==> config.mk <==
export PLATFORM = sky130hd
export DESIGN_NAME = spi_flash_front
export DESIGN_NICKNAME = d
export VERILOG_FILES = /design/src/rtl/spi_front_pkg.sv /design/src/rtl/sfe_sync.sv /design/src/rtl/sfe_link.sv /design/src/rtl/sfe_rx.sv /design/src/rtl/sfe_tx.sv /design/src/rtl/spi_flash_front.sv
export SDC_FILE = /design/constraint.sdc
export NUM_CORES = 1
export LEC_CHECK = 0
export BUFFER_PORTS_ARGS = -buffer_cell sky130_fd_sc_hd__buf_2
export CORE_AREA = 2 2 68 70
export DETAILED_ROUTE_END_ITERATION = 8
export DIE_AREA = 0 0 70 72
export GPL_TIMING_DRIVEN = 1
export PLACE_DENSITY = 0.82
export SETUP_SLACK_MARGIN = 0.2
export SLEW_MARGIN = 40
export SYNTH_ARGS = -nofsm -noshare
export SYNTH_HDL_FRONTEND = slang
export SYNTH_HIERARCHICAL = 1
export SYNTH_SLANG_ARGS = --single-unit
==> constraint.sdc <==
create_clock -name clk -period 3.41 [get_ports clk]
set_clock_uncertainty 0.15 [all_clocks]
set_input_delay 0.5115 -clock clk [delete_from_list [all_inputs] [get_ports clk]]
set_output_delay 0.5115 -clock clk [all_outputs]
set_load 0.03 [all_outputs]
==> src/rtl/spi_front_pkg.sv <==
// Shared types for the serial flash front end.
// Assumes nothing beyond IEEE 1800-2017 packages.
package spi_front_pkg;

    // Link events found on one system clock cycle.
    typedef struct packed {
        logic frame_start;
        logic frame_end;
        logic rise;
        logic fall;
    } link_ev_t;

    // Bits moved per SCK edge.
    typedef enum logic {
        LANE_X1 = 1'b0,
        LANE_X2 = 1'b1
    } lane_t;

endpackage

==> src/rtl/sfe_sync.sv <==
// Multi-stage flop synchroniser for a vector of asynchronous inputs.
// Assumes each bit is sampled independently. RST_VAL sets each bit's idle level.
module sfe_sync #(
    parameter int         W       = 5,
    parameter int         STAGES  = 2,
    parameter logic [W-1:0] RST_VAL = '0
) (
    input  logic         clk,
    input  logic         rst_n,
    input  logic [W-1:0] d_i,
    output logic [W-1:0] q_o
);

    logic [W-1:0] stage_q [STAGES];

    genvar g;
    generate
        for (g = 0; g < STAGES; g++) begin : g_stage
            if (g == 0) begin : g_first
                // First stage captures the raw pins.
                always_ff @(posedge clk) begin
                    if (!rst_n) stage_q[g] <= RST_VAL;
                    else        stage_q[g] <= d_i;
                end
            end else begin : g_next
                // Later stages settle metastability.
                always_ff @(posedge clk) begin
                    if (!rst_n) stage_q[g] <= RST_VAL;
                    else        stage_q[g] <= stage_q[g-1];
                end
            end
        end
    endgenerate

    assign q_o = stage_q[STAGES-1];

endmodule

==> src/rtl/sfe_link.sv <==
// Link control: chip-select framing, SCK edge detection and the hold state.
// Assumes synchronised inputs. Edges are passed on only while selected and not
// held. A falling edge counts only after a rising edge in the same frame.
module sfe_link
    import spi_front_pkg::*;
(
    input  logic     clk,
    input  logic     rst_n,
    input  logic     sck_s,
    input  logic     cs_n_s,
    input  logic     hold_n_s,
    output link_ev_t ev_o,
    output logic     cs_act_o,
    output logic     hold_act_o
);

    logic sck_q;
    logic cs_n_q;
    logic hold_q;
    logic hold_d;
    logic seen_rise_q;
    logic cs_act;

    assign cs_act = !cs_n_s;

    // Hold may start only while selected with SCK low. Deselect clears it.
    always_comb begin
        if (!cs_act)      hold_d = 1'b0;
        else if (hold_q)  hold_d = !hold_n_s;
        else              hold_d = !hold_n_s && !sck_s;
    end

    // Previous-sample registers used for edge detection.
    always_ff @(posedge clk) begin
        if (!rst_n) begin
            sck_q  <= 1'b0;
            cs_n_q <= 1'b1;
            hold_q <= 1'b0;
        end else begin
            sck_q  <= sck_s;
            cs_n_q <= cs_n_s;
            hold_q <= hold_d;
        end
    end

    // Event decode from current and previous samples.
    always_comb begin
        ev_o.frame_start = cs_n_q && !cs_n_s;
        ev_o.frame_end   = !cs_n_q && cs_n_s;
        ev_o.rise        = sck_s && !sck_q && cs_act && !hold_q;
        ev_o.fall        = !sck_s && sck_q && cs_act && !hold_q && seen_rise_q;
    end

    // Remembers whether this frame has seen a rising edge (for mode 3 start).
    always_ff @(posedge clk) begin
        if (!rst_n)                      seen_rise_q <= 1'b0;
        else if (!cs_act || ev_o.frame_start) seen_rise_q <= 1'b0;
        else if (ev_o.rise)              seen_rise_q <= 1'b1;
    end

    assign cs_act_o   = cs_act;
    assign hold_act_o = hold_q;

endmodule

==> src/rtl/sfe_rx.sv <==
// Receive shifter: assembles bytes MSB first, one or two bits per rising edge.
// Assumes BYTE_W is even, so the two-bit mode fills a byte exactly.
// Chip-select edges discard any bits already collected.
module sfe_rx
    import spi_front_pkg::*;
#(
    parameter int BYTE_W = 8
) (
    input  logic              clk,
    input  logic              rst_n,
    input  logic              frame_start_i,
    input  logic              frame_end_i,
    input  logic              rise_i,
    input  lane_t             lane_i,
    input  logic              io0_s,
    input  logic              io1_s,
    output logic [BYTE_W-1:0] data_o,
    output logic              valid_o
);

    localparam int CNT_W = $clog2(BYTE_W) + 2;

    logic [BYTE_W-1:0] sr_q, sr_d;
    logic [CNT_W-1:0]  cnt_q, cnt_d;

    // Next shift value and bit count for the chosen lane width.
    always_comb begin
        if (lane_i == LANE_X2) begin
            sr_d  = {sr_q[BYTE_W-3:0], io1_s, io0_s};
            cnt_d = cnt_q + CNT_W'(2);
        end else begin
            sr_d  = {sr_q[BYTE_W-2:0], io0_s};
            cnt_d = cnt_q + CNT_W'(1);
        end
    end

    // Shift, count and emit a byte when full.
    always_ff @(posedge clk) begin
        if (!rst_n) begin
            sr_q    <= '0;
            cnt_q   <= '0;
            data_o  <= '0;
            valid_o <= 1'b0;
        end else begin
            valid_o <= 1'b0;
            if (frame_start_i || frame_end_i) begin
                sr_q  <= '0;
                cnt_q <= '0;
            end else if (rise_i) begin
                if (cnt_d >= CNT_W'(BYTE_W)) begin
                    data_o  <= sr_d;
                    valid_o <= 1'b1;
                    cnt_q   <= '0;
                    sr_q    <= '0;
                end else begin
                    sr_q  <= sr_d;
                    cnt_q <= cnt_d;
                end
            end
        end
    end

endmodule

==> src/rtl/sfe_tx.sv <==
// Transmit shifter: sends bytes MSB first, one or two bits per falling edge.
// Assumes the decoder holds tx_data_i valid at each load. A byte is latched at
// the start of the frame and again whenever the current byte runs out.
module sfe_tx
    import spi_front_pkg::*;
#(
    parameter int BYTE_W = 8
) (
    input  logic              clk,
    input  logic              rst_n,
    input  logic              frame_start_i,
    input  logic              fall_i,
    input  lane_t             lane_i,
    input  logic [BYTE_W-1:0] data_i,
    output logic              load_o,
    output logic              io0_o,
    output logic              io1_o
);

    localparam int CNT_W = $clog2(BYTE_W) + 2;

    logic [BYTE_W-1:0] sr_q;
    logic [CNT_W-1:0]  rem_q;
    logic [CNT_W-1:0]  step;

    assign step = (lane_i == LANE_X2) ? CNT_W'(2) : CNT_W'(1);

    // Load at frame start or when empty; shift on each counted falling edge.
    always_ff @(posedge clk) begin
        if (!rst_n) begin
            sr_q   <= '0;
            rem_q  <= '0;
            load_o <= 1'b0;
        end else begin
            load_o <= 1'b0;
            if (frame_start_i || (fall_i && rem_q <= step)) begin
                sr_q   <= data_i;
                rem_q  <= CNT_W'(BYTE_W);
                load_o <= 1'b1;
            end else if (fall_i) begin
                sr_q  <= (lane_i == LANE_X2) ? (sr_q << 2) : (sr_q << 1);
                rem_q <= rem_q - step;
            end
        end
    end

    // Pin mapping: in two-bit mode the turned-around pin carries the higher bit.
    always_comb begin
        if (lane_i == LANE_X2) begin
            io0_o = sr_q[BYTE_W-1];
            io1_o = sr_q[BYTE_W-2];
        end else begin
            io0_o = 1'b0;
            io1_o = sr_q[BYTE_W-1];
        end
    end

endmodule

==> src/rtl/spi_flash_front.sv <==
// Top of the serial flash front end: synchronisers, link control, shifters.
// Assumes clk is at least four times faster than SCK and that the mode inputs
// change only between bytes.
module spi_flash_front
    import spi_front_pkg::*;
#(
    parameter int BYTE_W      = 8,
    parameter int SYNC_STAGES = 2
) (
    input  logic              clk,
    input  logic              rst_n,
    input  logic              sck_i,
    input  logic              cs_n_i,
    input  logic              hold_n_i,
    input  logic              io0_i,
    output logic              io0_o,
    output logic              io0_oe_o,
    input  logic              io1_i,
    output logic              io1_o,
    output logic              io1_oe_o,
    input  logic              dual_in_i,
    input  logic              dual_out_i,
    output logic [BYTE_W-1:0] rx_data_o,
    output logic              rx_valid_o,
    input  logic [BYTE_W-1:0] tx_data_i,
    output logic              tx_load_o,
    output logic              frame_start_o,
    output logic              frame_end_o,
    output logic              hold_active_o,
    input  logic              busy_i,
    output logic              busy_o
);

    localparam int NSYNC = 5;
    localparam logic [NSYNC-1:0] SYNC_RST = 5'b01100;

    logic [NSYNC-1:0] raw, synced;
    logic sck_lvl, cs_n_lvl, hold_n_lvl, io1_lvl, io0_lvl;
    logic cs_act;
    link_ev_t ev;
    lane_t lane_in, lane_out;

    assign raw = {sck_i, cs_n_i, hold_n_i, io1_i, io0_i};
    assign {sck_lvl, cs_n_lvl, hold_n_lvl, io1_lvl, io0_lvl} = synced;

    assign lane_in  = dual_in_i  ? LANE_X2 : LANE_X1;
    assign lane_out = dual_out_i ? LANE_X2 : LANE_X1;

    sfe_sync #(.W(NSYNC), .STAGES(SYNC_STAGES), .RST_VAL(SYNC_RST)) u_sync (
        .clk   (clk),
        .rst_n (rst_n),
        .d_i   (raw),
        .q_o   (synced)
    );

    sfe_link u_link (
        .clk        (clk),
        .rst_n      (rst_n),
        .sck_s      (sck_lvl),
        .cs_n_s     (cs_n_lvl),
        .hold_n_s   (hold_n_lvl),
        .ev_o       (ev),
        .cs_act_o   (cs_act),
        .hold_act_o (hold_active_o)
    );

    sfe_rx #(.BYTE_W(BYTE_W)) u_rx (
        .clk           (clk),
        .rst_n         (rst_n),
        .frame_start_i (ev.frame_start),
        .frame_end_i   (ev.frame_end),
        .rise_i        (ev.rise),
        .lane_i        (lane_in),
        .io0_s         (io0_lvl),
        .io1_s         (io1_lvl),
        .data_o        (rx_data_o),
        .valid_o       (rx_valid_o)
    );

    sfe_tx #(.BYTE_W(BYTE_W)) u_tx (
        .clk           (clk),
        .rst_n         (rst_n),
        .frame_start_i (ev.frame_start),
        .fall_i        (ev.fall),
        .lane_i        (lane_out),
        .data_i        (tx_data_i),
        .load_o        (tx_load_o),
        .io0_o         (io0_o),
        .io1_o         (io1_o)
    );

    // Pin direction: drive only when selected, not held, and the lane allows it.
    always_comb begin
        io1_oe_o = cs_act && !hold_active_o && !dual_in_i;
        io0_oe_o = cs_act && !hold_active_o && dual_out_i && !dual_in_i;
    end

    assign frame_start_o = ev.frame_start;
    assign frame_end_o   = ev.frame_end;

    // Busy pass-through, independent of the link and hold.
    always_ff @(posedge clk) begin
        if (!rst_n) busy_o <= 1'b0;
        else        busy_o <= busy_i;
    end

endmodule

==> results of run 1 <==
cell families (layout without fill, tap and decap cells):
group           count (synthesis)  in the layout  synth area share (%)
fa+ha+maj                       5              5                  3.00
compound gates                 39             39                  12.4
flops                          50             50                  42.9
simple gates                   97             97                  24.1
xor+xnor                        3              3                  1.13
mux                            25             25                  11.1
buf+inv                        22             57                  5.31
power by group through the flow:
stage                     Clock (W)  Sequential (W)  Combinational (W)
after floorplan                   0        0.000614          0.0000524
after global placement            0        0.000613          0.0000735
after detailed placement          0        0.000614          0.0000752
after CTS                  0.000358        0.000600          0.0000757
after global routing       0.000376        0.000601          0.0000840
final                      0.000350        0.000600          0.0000753
registers in the layout, summed over array words and instances, names as in the netlist:
register / count
u_link/hold_act_o: 1
busy_o: 1
u_rx/sr_q: 7
u_tx/rem_q: 5
u_tx/sr_q: 8
u_sync/stage_q: 10
u_rx/cnt_q: 5
u_tx/load_o: 1
u_link/seen_rise_q: 1
u_rx/data_o: 8
u_link/sck_q: 1
u_link/cs_n_q: 1
u_rx/valid_o: 1
layer usage:
layer	GRT usage (%)	wire length, um	vias to the layer above
li1	-	-	913
met1	24.0	2120	852
met2	32.0	2100	34
met3	4.17	155	4
met4	8.12	48	0
met5	0	0	-
cell usage after synthesis, types with 5 or more instances:
library cell and count:
nand2_1 30, a32o_1 6, nor2_1 9, nand2b_1 5
a21oi_1 16, o21ai_0 7, clkbuf_1 7, nor3_1 5
inv_1 8, mux2_2 8, and2_1 11, dfxtp_1 50
nand4_1 8, mux2i_1 17
through the flow:
stage                     hold WS (ns)  util [%]
after floorplan                  0.226         -
after global placement           0.236      59.2
after detailed placement         0.253      59.2
after CTS                        0.231      61.3
after global routing             0.239      61.3
final                            0.234      61.3
area by class of cell:
class | instances | area [um2] | share of cell area (%)
clock buffer | 7 | 86.3 | 3.30
clock inverter | 1 | 5.00 | 0.191
inverter | 9 | 33.8 | 1.29
multi-input combinational | 169 | 1210 | 46.3
sequential | 50 | 1000 | 38.3
tap | 52 | 65.1 | 2.49
timing repair buffer | 40 | 213 | 8.14
worst paths after layout:
path | end | from | cells after the start
max | u_tx/sr_q[3] | dual_out_i | 7
min | u_sync/stage_q[0][3] | cs_n_i | 2
max reg2reg | u_tx/sr_q[3] | u_sync/stage_q[1][3] | 6
min reg2reg | u_link/hold_act_o | u_sync/stage_q[1][2] | 1
==> run metrics, run 1 <==
Top Family by Delay on Critical Path simple AND/OR/NAND/NOR gates; total global-route track usage 19.1%; vias per cell 5.50; H-tree levels 2; P_int about 0.00079 W; headroom to the max-slew limit between 50% and 60%; number of enable flip-flop cells after synthesis 0; worst-skew pair later-pin latency 0.30 ns; first-pass GRT wire length just under 8 mm; Clock Path Buffers 2; Synth top area share 42.9%; Mapped Area 0.00233 mm2; area leader, netlist dfxtp_1; CP Capture Type register; post-synthesis cell type count 46; FFs w/ async S/R, synth 0%; sequential share of power 58.5%; total CTS buffers 5; drt first pass iters 4; total power 0.00102 W; Required @ worst endpoint 3.46 ns; internal reg-to-reg setup slack 1.21 ns; commonest non-fill, non-tap cells in the layout dfxtp_1 (50), buf_2 (35), nand2_1 (30); Port Buffers 35; hpwl dp 2.98 mm; Die Height 72 um; main flop type after synthesis dfxtp_1; global route overflow 0; min-delay worst type in2reg; postcts setup bufs 0; main area contributors after synthesis dfxtp_1 (43%), mux2i_1 (7.3%), nand2_1 (4.8%), mux2_2 (3.9%), a21oi_1 (3.4%); synthesized area per cell 9.69 um2; drt initial violations 126; Net count, final 298; max-slew violations 0; worst slack, placed between 0.7 and 0.8 ns; yosys warns 6; period utilisation layout 69.4%; Synth Register Bits 50; register area share after synthesis a little over two fifths; cell-by-cell trace of the critical path buf_2 > inv_1 > ha_1 > nor2b_1 > o21a_1 > or3_2 > a32o_1; DR vias 1803; Die X 70 um; power per cell area 392 mW/mm2; MaxCap Viol Count 0; CP startpoint kind input port; Logic pwr share 7.3%; FMAX 422 MHz; Core Rows 24; CTS tree done; Hold Buf Count CTS 0; Final Hold Viols 0; clk root buf clkbuf_8; Syn Nets 264; Critical Path AT 2.42 ns; slowest stage delay, CP 0.50 ns; status complete, no violations; layout cells sized above 1 between 20% and 30%; Sw Ratio 23.1%; vias in the first global route 1768; largest net degree at the start of global routing 37; initial antenna violation count 0; total core area 0.00426 mm2; # diodes 0; Die ar. 0.00504 mm2; Tmin final approximately 2.4 ns; PnR worst setup slack 1.04 ns; Post-Syn Instances about 240; clock slew at reported path FFs 0.09 ns; drt drc 0; Initial Utilization a little over half; crit path max-delay cell type or3_2; WL final 4.43 mm; RSZ-0062 raised after global routing no; Peak VDD IR just over 0.4 mV; routed length per instance 13.5 um; Syn-to-layout area delta 12.0%; Final Cell Area 0.00261 mm2; filler instances 368; Pleak 1.11 nW; worst slew pin tran 0.705 ns; clock network fraction of design power between 30% and 40%; CP Class in2reg; Num Clock Sinks 50; Psw about 0.00024 W; Max FO, Critical Path 15; area post-placement approximately 0.0025 mm2; post-cts resize count 0; placed insts 320; accumulated negative setup slack 0 ns; Routability Congestion about 0.83; I/O Pins 36; CP Buf/Inv Count 2; Antenna Nets Post-Route 0; commonest non-fill, non-tap cell in the layout dfxtp_1; non-filler cells, final 328; endpoints failing setup 0
Note: power is estimated with default switching activity, not from simulation.
==> run 2, diff against run 1 <==
==> constraint.sdc (replaced) <==
create_clock -name clk -period 2.5 [get_ports clk]
set_clock_uncertainty 0.15 [all_clocks]
set_input_delay 0.375 -clock clk [delete_from_list [all_inputs] [get_ports clk]]
set_output_delay 0.375 -clock clk [all_outputs]
set_load 0.03 [all_outputs]
==> run 2 against run 1 <==
Sequential share of layout area is 0.90 points lower; cell count grew 1.2%; die area is the same; critical path depth is 2 lower; total power rose by 47%; final area grew 2.4%; via count up 4.1%.
==> run metrics, run 2 (synthesis gave the netlist of run 1 again) <==
MaxCap Viol Count 0 (unchanged); RSZ-0062 raised after global routing no; Critical Path AT 2.16 ns (-0.26 ns); P_int 0.00116 W (+47%); hpwl dp 3.14 mm (+5.5%); Die ar. 0.00504 mm2 (unchanged); vias per cell 5.65 (+2.9%); Antenna Nets Post-Route 0 (unchanged); Routability Congestion 0.876 (+5.1%); slowest stage delay, CP 0.51 ns (about the same); total power 0.00151 W (+47%); total global-route track usage 18.4% (-0.70 points); postcts setup bufs 0 (unchanged); Die X 70 um (unchanged); GR Layer Usage met3 4.03% (-0.14 points); critical path startpoint u_tx/rem_q[1]; endpoints failing setup 0 (unchanged); commonest non-fill, non-tap cell in the layout dfxtp_1; Num Clock Sinks 50 (unchanged); first-pass GRT wire length 7.58 mm (-3.8%); Die Height 72 um (unchanged); I/O Pins 36 (unchanged); layout cells sized above 1 26.4% (+1.8 points); total core area 0.00426 mm2 (unchanged); min-delay worst type in2reg; Final Hold Viols 0 (unchanged); worst reg2reg path depth 5 (-1); initial antenna violation count 0 (unchanged); WL final 4.41 mm (-0.41%); area post-placement 0.00255 mm2 (+1.2%); clock network fraction of design power 38.7% (+4.6 points); CP Class reg2reg; clock slew at reported path FFs 0.09 ns (about the same); crit path max-delay cell type or3_2; hold slack 0.0988 ns (-0.135 ns); worst slew pin tran 0.770 ns (+0.0653 ns); met2 Usage GRT 32.5% (+0.53 points); headroom to the max-slew limit 48.3% (-4.4 points); Tmin final between 2 and 2.5 ns; largest net degree at the start of global routing 24 (-35%); CP endpoint u_tx/sr_q[2]; routed length per instance 13.3 um (-1.6%); DR vias 1877 (+4.1%); Net count, final 302 (+1.3%); # diodes 0 (unchanged); FMAX 475 MHz; max-slew violations 0 (unchanged); CTS tree done; Port Buffers 35 (unchanged); total CTS buffers 5 (unchanged); global route overflow 0 (unchanged); CP startpoint kind register; internal reg-to-reg setup slack 0.40 ns (-0.81 ns); power per cell area 564 mW/mm2 (+44%); Clock Path Buffers 2 (unchanged); sequential share of power 54.2% (-4.3 points); Psw 0.000351 W (+48%); max reg flops 10 (unchanged); clk root buf clkbuf_8; Required @ worst endpoint 2.56 ns (-0.90 ns); Max FO, Critical Path 15 (unchanged); worst-skew pair later-pin latency 0.31 ns (about the same); filler instances 359 (-2.4%); Pleak 1.14 nW (+2.5%); top register by number of flip-flops u_sync/stage_q; FF-to-FF Start u_tx/rem_q[1]; Largest regs u_sync/stage_q (10), u_rx/data_o (8), u_tx/sr_q (8); Logic pwr share 7.0% (-0.3 points); H-tree levels 2 (unchanged); Initial Utilization 54.8% (unchanged); Final Cell Area 0.00268 mm2 (+2.4%); period utilisation layout 84.2%; met1 usage 22.5% (-1.5 points); post-cts resize count 0 (unchanged); drt drc 0 (unchanged); most used routing layer met2; CP Capture Type register; cell-by-cell trace of the critical path ha_1 > nor2b_1 > o21a_1 > or3_2 > a32o_1; commonest non-fill, non-tap cells in the layout dfxtp_1 (50), buf_2 (35), nand2_1 (30); Sw Ratio 23.3% (+0.12 points); Core Rows 24 (unchanged); drt first pass iters 5 (+1); R2R Path End u_tx/sr_q[2]; drt initial violations 143 (+13%); accumulated negative setup slack 0 ns (unchanged); Peak VDD IR 0.442 mV (+6.8%); vias in the first global route 1768 (unchanged); Syn-to-layout area delta 14.6%; Hold Buf Count CTS 0 (unchanged); status complete, no violations
-- run 2: power by group through the flow --
stage	Combinational, W	Sequential (W)	Clock, W
2_1_floorplan	0.0000721	0.000838	0
3_3_place_gp	0.000105	0.000837	0
3_5_place_dp	0.000106	0.000837	0
4_1_cts	0.000107	0.000819	0.000595
5_1_grt	0.000119	0.000821	0.000628
6_report	0.000106	0.000819	0.000585
-- run 2: worst min path at each step --
stage,startpoint,to,slack (ns),cells after the start
after floorplan,u_sync/stage_q[1][2],u_link/hold_act_o,0.23,1
after global placement,u_sync/stage_q[1][2],u_link/hold_act_o,0.23,1
after detailed placement,u_sync/stage_q[1][2],u_link/hold_act_o,0.23,1
after CTS,cs_n_i,u_sync/stage_q[0][3],0.1,2
after global routing,cs_n_i,u_sync/stage_q[0][3],0.11,2
final,cs_n_i,u_sync/stage_q[0][3],0.1,2
-- run 2: worst max-delay path: cells and delay by family, from the launching register on --
| family | cells | cell delay [ns] |
|---|---|---|
| simple gates | 2 | 0.66 |
| flops | 1 | 0.33 |
| compound gates | 2 | 0.58 |
| fa+ha+maj | 1 | 0.29 |
-- run 2: layer usage --
metal	vias to the layer above	part of all wire (%)
met2	54	49
met5	-	0
met1	894	45
li1	921	-
met3	8	4.7
met4	0	1.5
-- run 2: area by class of cell --
| cell class | count | area (um2) | share of cell area (%) |
|---|---|---|---|
| inverter | 9 | 33.8 | 1.26 |
| tap | 52 | 65.1 | 2.43 |
| clock buffer | 5 | 68.8 | 2.57 |
| sequential | 50 | 1000 | 37.4 |
| timing repair buffer | 44 | 243 | 9.07 |
| clock inverter | 3 | 48.8 | 1.82 |
| multi-input combinational | 169 | 1220 | 45.4 |
-- run 2: through the flow --
stage | instances | setup slack (ns) | util (%)
finish | 332 | 0.396 | 62.8
detailed placement | 324 | 0.174 | 59.9
global route | 332 | 0.256 | 62.8
floorplan | 241 | 0.230 | -
global placement | 324 | 0.259 | 59.9
CTS | 332 | 0.364 | 62.6
